`src/rtl/ecc1_pkg.sv`:
```
// Shared constants and the verdict type for the single-bit sector ECC block.
// Assumes a 24-bit code built from two 12-bit halves.
package ecc1_pkg;
    localparam int ECC_HALF_W  = 12;
    localparam int ECC_GAP_W   = 4;
    localparam int ECC_SECTOR  = 512;

    typedef enum logic [1:0] {
        ECS_CLEAN     = 2'd0,
        ECS_FIXED     = 2'd1,
        ECS_CODE_ONLY = 2'd2,
        ECS_FAIL      = 2'd3
    } ecc_status_e;
endpackage

```
`src/rtl/ecc1_fold.sv`:
```
// Folds the raw parity word into the stored-code layout: the low half is
// kept, a gap of GAP_W bits is skipped, the high half is kept, and the
// result is inverted. Purely combinational. Assumes the gap sits directly
// above the low half.
module ecc1_fold #(
    parameter int HALF_W = ecc1_pkg::ECC_HALF_W,
    parameter int GAP_W  = ecc1_pkg::ECC_GAP_W,
    localparam int RAW_W  = 2 * HALF_W + GAP_W,
    localparam int CODE_W = 2 * HALF_W
) (
    input  logic [RAW_W-1:0]  raw_i,
    output logic [CODE_W-1:0] code_o
);
    logic [GAP_W-1:0] gap_unused;

    // Drop the gap bits and invert the two kept halves.
    always_comb begin
        gap_unused = raw_i[HALF_W +: GAP_W];
        code_o     = ~{raw_i[RAW_W-1 -: HALF_W], raw_i[HALF_W-1:0]};
    end
endmodule

```
`src/rtl/ecc1_classify.sv`:
```
// Sorts a syndrome into one of four verdicts and extracts the repair
// location. Combinational. Assumes the byte/bit location is carried in the
// upper half of the syndrome, with the bit index in its three lowest bits.
module ecc1_classify
    import ecc1_pkg::*;
#(
    parameter int HALF_W       = ECC_HALF_W,
    parameter int SECTOR_BYTES = ECC_SECTOR,
    localparam int CODE_W = 2 * HALF_W,
    localparam int OFF_W  = HALF_W - 3
) (
    input  logic [CODE_W-1:0] syn_i,
    output ecc_status_e       status_o,
    output logic [OFF_W-1:0]  byte_off_o,
    output logic [2:0]        bit_idx_o
);
    localparam logic [OFF_W:0] LIMIT = SECTOR_BYTES[OFF_W:0];

    logic [HALF_W-1:0] hi, lo;
    logic              halves_compl;
    logic              single_bit;
    logic              in_range;
    logic [OFF_W-1:0]  off_raw;
    logic [2:0]        idx_raw;

    // Split the syndrome and compute the classification terms.
    always_comb begin
        hi           = syn_i[CODE_W-1:HALF_W];
        lo           = syn_i[HALF_W-1:0];
        halves_compl = &(hi ^ lo);
        single_bit   = (syn_i != '0) && ((syn_i & (syn_i - 1'b1)) == '0);
        off_raw      = hi[HALF_W-1:3];
        idx_raw      = hi[2:0];
        in_range     = {1'b0, off_raw} < LIMIT;
    end

    // Choose the verdict in priority order and gate the location.
    always_comb begin
        status_o   = ECS_FAIL;
        byte_off_o = '0;
        bit_idx_o  = '0;
        if (syn_i == '0) begin
            status_o = ECS_CLEAN;
        end else if (halves_compl) begin
            if (in_range) begin
                status_o   = ECS_FIXED;
                byte_off_o = off_raw;
                bit_idx_o  = idx_raw;
            end
        end else if (single_bit) begin
            status_o = ECS_CODE_ONLY;
        end
    end
endmodule

```
`src/rtl/ecc1_result_reg.sv`:
```
// Holds the verdict captured on start and produces the one-cycle done pulse.
// Assumes a synchronous active-low reset.
module ecc1_result_reg
    import ecc1_pkg::*;
#(
    parameter int OFF_W = ECC_HALF_W - 3
) (
    input  logic             clk,
    input  logic             rst_n,
    input  logic             start_i,
    input  ecc_status_e      status_d,
    input  logic [OFF_W-1:0] byte_off_d,
    input  logic [2:0]       bit_idx_d,
    output logic             done_o,
    output ecc_status_e      status_o,
    output logic [OFF_W-1:0] byte_off_o,
    output logic [2:0]       bit_idx_o
);
    // Pulse done for the cycle that follows each start.
    always_ff @(posedge clk) begin
        if (!rst_n) done_o <= 1'b0;
        else        done_o <= start_i;
    end

    // Load the verdict on start; hold it otherwise.
    always_ff @(posedge clk) begin
        if (!rst_n) begin
            status_o   <= ECS_CLEAN;
            byte_off_o <= '0;
            bit_idx_o  <= '0;
        end else if (start_i) begin
            status_o   <= status_d;
            byte_off_o <= byte_off_d;
            bit_idx_o  <= bit_idx_d;
        end
    end
endmodule

```
`src/rtl/ecc1_fix_unit.sv`:
```
// Top level of the single-bit sector ECC checker and corrector. It folds the
// raw parity word, XORs it with the stored code, classifies the syndrome and
// registers the verdict on start. Assumes the raw word and the stored code
// are steady in the cycle where start is high.
module ecc1_fix_unit
    import ecc1_pkg::*;
#(
    parameter int HALF_W       = ECC_HALF_W,
    parameter int GAP_W        = ECC_GAP_W,
    parameter int SECTOR_BYTES = ECC_SECTOR,
    localparam int RAW_W  = 2 * HALF_W + GAP_W,
    localparam int CODE_W = 2 * HALF_W,
    localparam int OFF_W  = HALF_W - 3
) (
    input  logic              clk,
    input  logic              rst_n,
    input  logic              start_i,
    input  logic [RAW_W-1:0]  raw_parity_i,
    input  logic [CODE_W-1:0] stored_code_i,
    output logic [CODE_W-1:0] calc_code_o,
    output logic              done_o,
    output logic [1:0]        status_o,
    output logic [OFF_W-1:0]  byte_off_o,
    output logic [2:0]        bit_idx_o
);
    logic [CODE_W-1:0] syndrome;
    ecc_status_e       status_d;
    ecc_status_e       status_q;
    logic [OFF_W-1:0]  byte_off_d;
    logic [2:0]        bit_idx_d;

    ecc1_fold #(.HALF_W(HALF_W), .GAP_W(GAP_W)) u_fold (
        .raw_i  (raw_parity_i),
        .code_o (calc_code_o)
    );

    // Syndrome between the recomputed and the stored code.
    always_comb syndrome = calc_code_o ^ stored_code_i;

    ecc1_classify #(.HALF_W(HALF_W), .SECTOR_BYTES(SECTOR_BYTES)) u_classify (
        .syn_i      (syndrome),
        .status_o   (status_d),
        .byte_off_o (byte_off_d),
        .bit_idx_o  (bit_idx_d)
    );

    ecc1_result_reg #(.OFF_W(OFF_W)) u_result (
        .clk        (clk),
        .rst_n      (rst_n),
        .start_i    (start_i),
        .status_d   (status_d),
        .byte_off_d (byte_off_d),
        .bit_idx_d  (bit_idx_d),
        .done_o     (done_o),
        .status_o   (status_q),
        .byte_off_o (byte_off_o),
        .bit_idx_o  (bit_idx_o)
    );

    // Present the verdict as a plain 2-bit code.
    always_comb status_o = status_q;
endmodule

```
`config.mk`:
```
export PLATFORM = sky130hd
export DESIGN_NAME = ecc1_fix_unit
export DESIGN_NICKNAME = d
export VERILOG_FILES = /design/src/rtl/ecc1_pkg.sv /design/src/rtl/ecc1_fold.sv /design/src/rtl/ecc1_classify.sv /design/src/rtl/ecc1_result_reg.sv /design/src/rtl/ecc1_fix_unit.sv
export SDC_FILE = /design/constraint.sdc
export NUM_CORES = 1
export LEC_CHECK = 0
export BUFFER_PORTS_ARGS = -buffer_cell sky130_fd_sc_hd__buf_2
export CAP_MARGIN = 20
export CORE_UTILIZATION = 30
export DETAILED_ROUTE_END_ITERATION = 8
export PLACE_DENSITY = 0.58
export SETUP_SLACK_MARGIN = 0.4
export SLEW_MARGIN = 20
export SYNTH_ARGS = -nofsm -noshare
export SYNTH_HDL_FRONTEND = slang
export SYNTH_SLANG_ARGS = --single-unit
```
`constraint.sdc`:
```
create_clock -name clk -period 2.3 [get_ports clk]
set_clock_uncertainty 0.15 [all_clocks]
set_input_delay 0.23 -clock clk [delete_from_list [all_inputs] [get_ports clk]]
set_output_delay 0.23 -clock clk [all_outputs]
set_load 0.02 [all_outputs]
```
==> reports/qor.yml <==
logic_synthesis:
  yosys_warnings: 0
  async_flop_share: 0
  synthCells: 186
  syn-num-nets: 241
  synth_seq_cells: 15
  synth_cell_types: 35
  ys_seq_area_frac: 0.206
  synth_area_mm2: 0.00146
  synth_edf_count: 0
  synth_area_per_cell_um2: 7.84
  ys.flop_type: "dfxtp_1"
floorplanning:
  ios: 94
  start_util: 0.311
  die-area_mm2: 0.00515
  core-area_mm2: 0.00469
  rows: 25
  die_h_um: 71.7
  die_x_um: 71.7
global_routing:
  grtUsageTotal: 0.158
  grt_pass1_wl_um: 6380
  grt_max_degree: 16
  antenna_found_initial: 0
  overflow: 0
  grt_pass1_vias: 1401
sta:
  maxSlewHeadroom: 0.666
  drv_slew: 0
  post-route-period-util: 0.784
  period_minus_slack_ps: 1800
  tns_ps: 0
  grt_setup_unrepaired: "false"
  worstMarginPinSlew_ps: 500
  hold_violations: 0
  max_freq_ghz: 0.554
  setup_viol: 0
pwr:
  internal_power_w: 0.000560
  p_per_area_mw_per_mm2: 408
  switching_power_w: 0.000333
  seqPwrFrac: 0.296
  max-vdd-ir-drop_uv: 187
  netSwitchingFraction: 0.373
  cellLeakagePower_nw: 1.04
  pwr-share-comb: 0.462
  pwr-share-clk: 0.242
worst_setup_path:
  endpoint_kind: "flip-flop"
  regToRegSetupSlack_ps: 610
  arrival_ps: 1800
  start_kind: "input pin"
  critPathSlowestCell: "or3_4"
  r2r_cells: 7
  crit_type: "in -> reg"
  cp_common_cell: "nor2b_1"
  critPathRequiredTime_ps: 2290
  worstPathMaxFanout: 6
  max_stage_delay_ps: 420
  crit_chain: "buf_2 > xnor2_2 > or3_4 > nor4_4 > a31oi_4 > nor2b_1 > a21oi_1 > nor2b_1"
finish:
  final_util: 0.467
  fillers: 473
  final-instance-count-excl-fill: 338
  drive_gt1_frac: 0.430
  nets: 340
  area_growth_pct: 50.1
  final_area_mm2: 0.00219
  antennaDiodeCount: 0
place:
  numPortBuffers: 89
  placed_area_mm2: 0.00202
  dp_hpwl_um: 3390
  place_congestion: 0.934
  placed_cells: 334
route:
  routedWlPerCell_um: 12.2
  vias: 1613
  antenna_left: 0
  dr.pass1.iters: 4
  drc_errors: 0
  wl_um: 4140
  drtIter0Drc: 69
  via_per_inst: 4.77
min_path:
  min_path_cells: 2
  hold_path_class: "in -> reg"
clock_network:
  clockBufferDepth: 2
  clk_latency_ps: 250
  path_clk_slew_ps: 60
  cts_setup_buffers: 0
  root_buffer: "clkbuf_8"
  cts_made_buffers: 3
  cts_tree: "yes"
  htreeDepth: 1
  clock-sinks: 15
job:
  maxCapViolCount: 0
outcome:
  outcome: "finished, final reports clean"
[repair_timing]
item,in CTS,in global routing
hold buffers,0,0
setup endpoints to repair,9,11
gates cloned,0,0
pin swaps,0,1
gates resized for setup,2,16
[cells by family after synthesis]
group | share of synthesized area
flops | 0.206
xor+xnor | 0.286
fa+ha+maj | 0.0137
compound gates | 0.166
buf+inv | 0.0720
simple gates | 0.257
[routing by layer]
| layer | vias up | wire, um | part of all wire | global-route usage |
|---|---|---|---|---|
| met5 | - | 0 | 0 | 0 |
| met4 | 0 | 0 | 0 | 0.0196 |
| met3 | 0 | 219 | 0.053 | 0.0295 |
| met2 | 64 | 1970 | 0.48 | 0.269 |
| met1 | 722 | 1940 | 0.47 | 0.213 |
| li1 | 827 | - | - | - |
[power groups by stage]
stage	logic, W	clock network (W)	registers (W)
final	0.000413	0.000216	0.000265
after detailed placement	0.000382	0	0.000270
after floorplan	0.000230	0	0.000274
after global placement	0.000382	0	0.000270
after global routing	0.000446	0.000231	0.000265
after CTS	0.000387	0.000219	0.000265
[worst paths after layout]
path / start / end
max reg2reg: u_result.status_o[0] / u_result.status_o[0]
min: start_i / u_result.done_o
min reg2reg: u_result.byte_off_o[3] / u_result.byte_off_o[3]
max: raw_parity_i[22] / u_result.status_o[1]
[registers in the layout (all words and copies together) (netlist names)]
| register | cells |
|---|---|
| u_result.done_o | 1 |
| u_result.byte_off_o | 9 |
| u_result.bit_idx_o | 3 |
| u_result.status_o | 2 |
[Yosys cell counts (2+ instances only)]
| cell | instances | area, um2 |
|---|---|---|
| a21boi_0 | 6 | 45.0 |
| a21oi_1 | 3 | 15.0 |
| a31oi_1 | 3 | 18.8 |
| and2_1 | 9 | 56.3 |
| and4b_1 | 2 | 20.0 |
| clkbuf_1 | 2 | 7.51 |
| dfxtp_1 | 15 | 300 |
| inv_1 | 26 | 97.6 |
| maj3_1 | 2 | 20.0 |
| nand2_1 | 14 | 52.6 |
| nand3_1 | 8 | 40.0 |
| nand4_1 | 7 | 43.8 |
| nor2_1 | 5 | 18.8 |
| nor2b_1 | 3 | 18.8 |
| nor3_1 | 3 | 15.0 |
| nor3_2 | 2 | 20.0 |
| nor4_1 | 4 | 25.0 |
| o21ai_0 | 8 | 40.0 |
| o2bb2ai_1 | 6 | 52.6 |
| xnor2_1 | 29 | 254 |
| xnor2_2 | 3 | 48.8 |
| xor2_1 | 13 | 114 |
[through the flow]
step                total power [W]  setup slack [ps]  hold slack, ps
floorplan                  0.000505               411             202
global placement           0.000652               100             308
finish                     0.000893               496             124
CTS                        0.000870               435             125
detailed placement         0.000652              93.4             316
global route               0.000941               409             152
[layout make-up]
cell class / instances / area (um2) / area share
multi-input cells: 143 / 1180 / 0.539
repair buffers: 96 / 498 / 0.227
flip-flops and latches: 15 / 300 / 0.137
inverters: 26 / 97.6 / 0.0446
clock buffers: 4 / 45.0 / 0.0206
well taps: 54 / 67.6 / 0.0309
[worst max-delay path, delay by kind of cell]
family / cells / cell delay (ps)
AOI/OAI and AO/OA: 2 / 290
buffers and inverters: 1 / 120
and+or+nand+nor: 4 / 940
xor gates and xnor gates: 1 / 200
[layout by cell type, fill, tap and decap left out, drive strengths merged]
cell / count
buf: 96
xnor2: 32
inv: 26
dfxtp: 15
nand2: 15
xor2: 13
and2: 9
nand3: 8
o21ai: 8
nand4: 7
a21boi: 6
o2bb2ai: 6
nor2: 5
nor3: 5
nor4: 5
a31oi: 4
clkbuf: 4
a21oi: 3
nor2b: 3
maj3: 2
or3: 2
and4b: 2
o21a: 1
and3: 1
a22oi: 1
a2111oi: 1
a22o: 1
nand4b: 1
a211oi: 1
a211o: 1
Power figures use the tool's default switching activity.
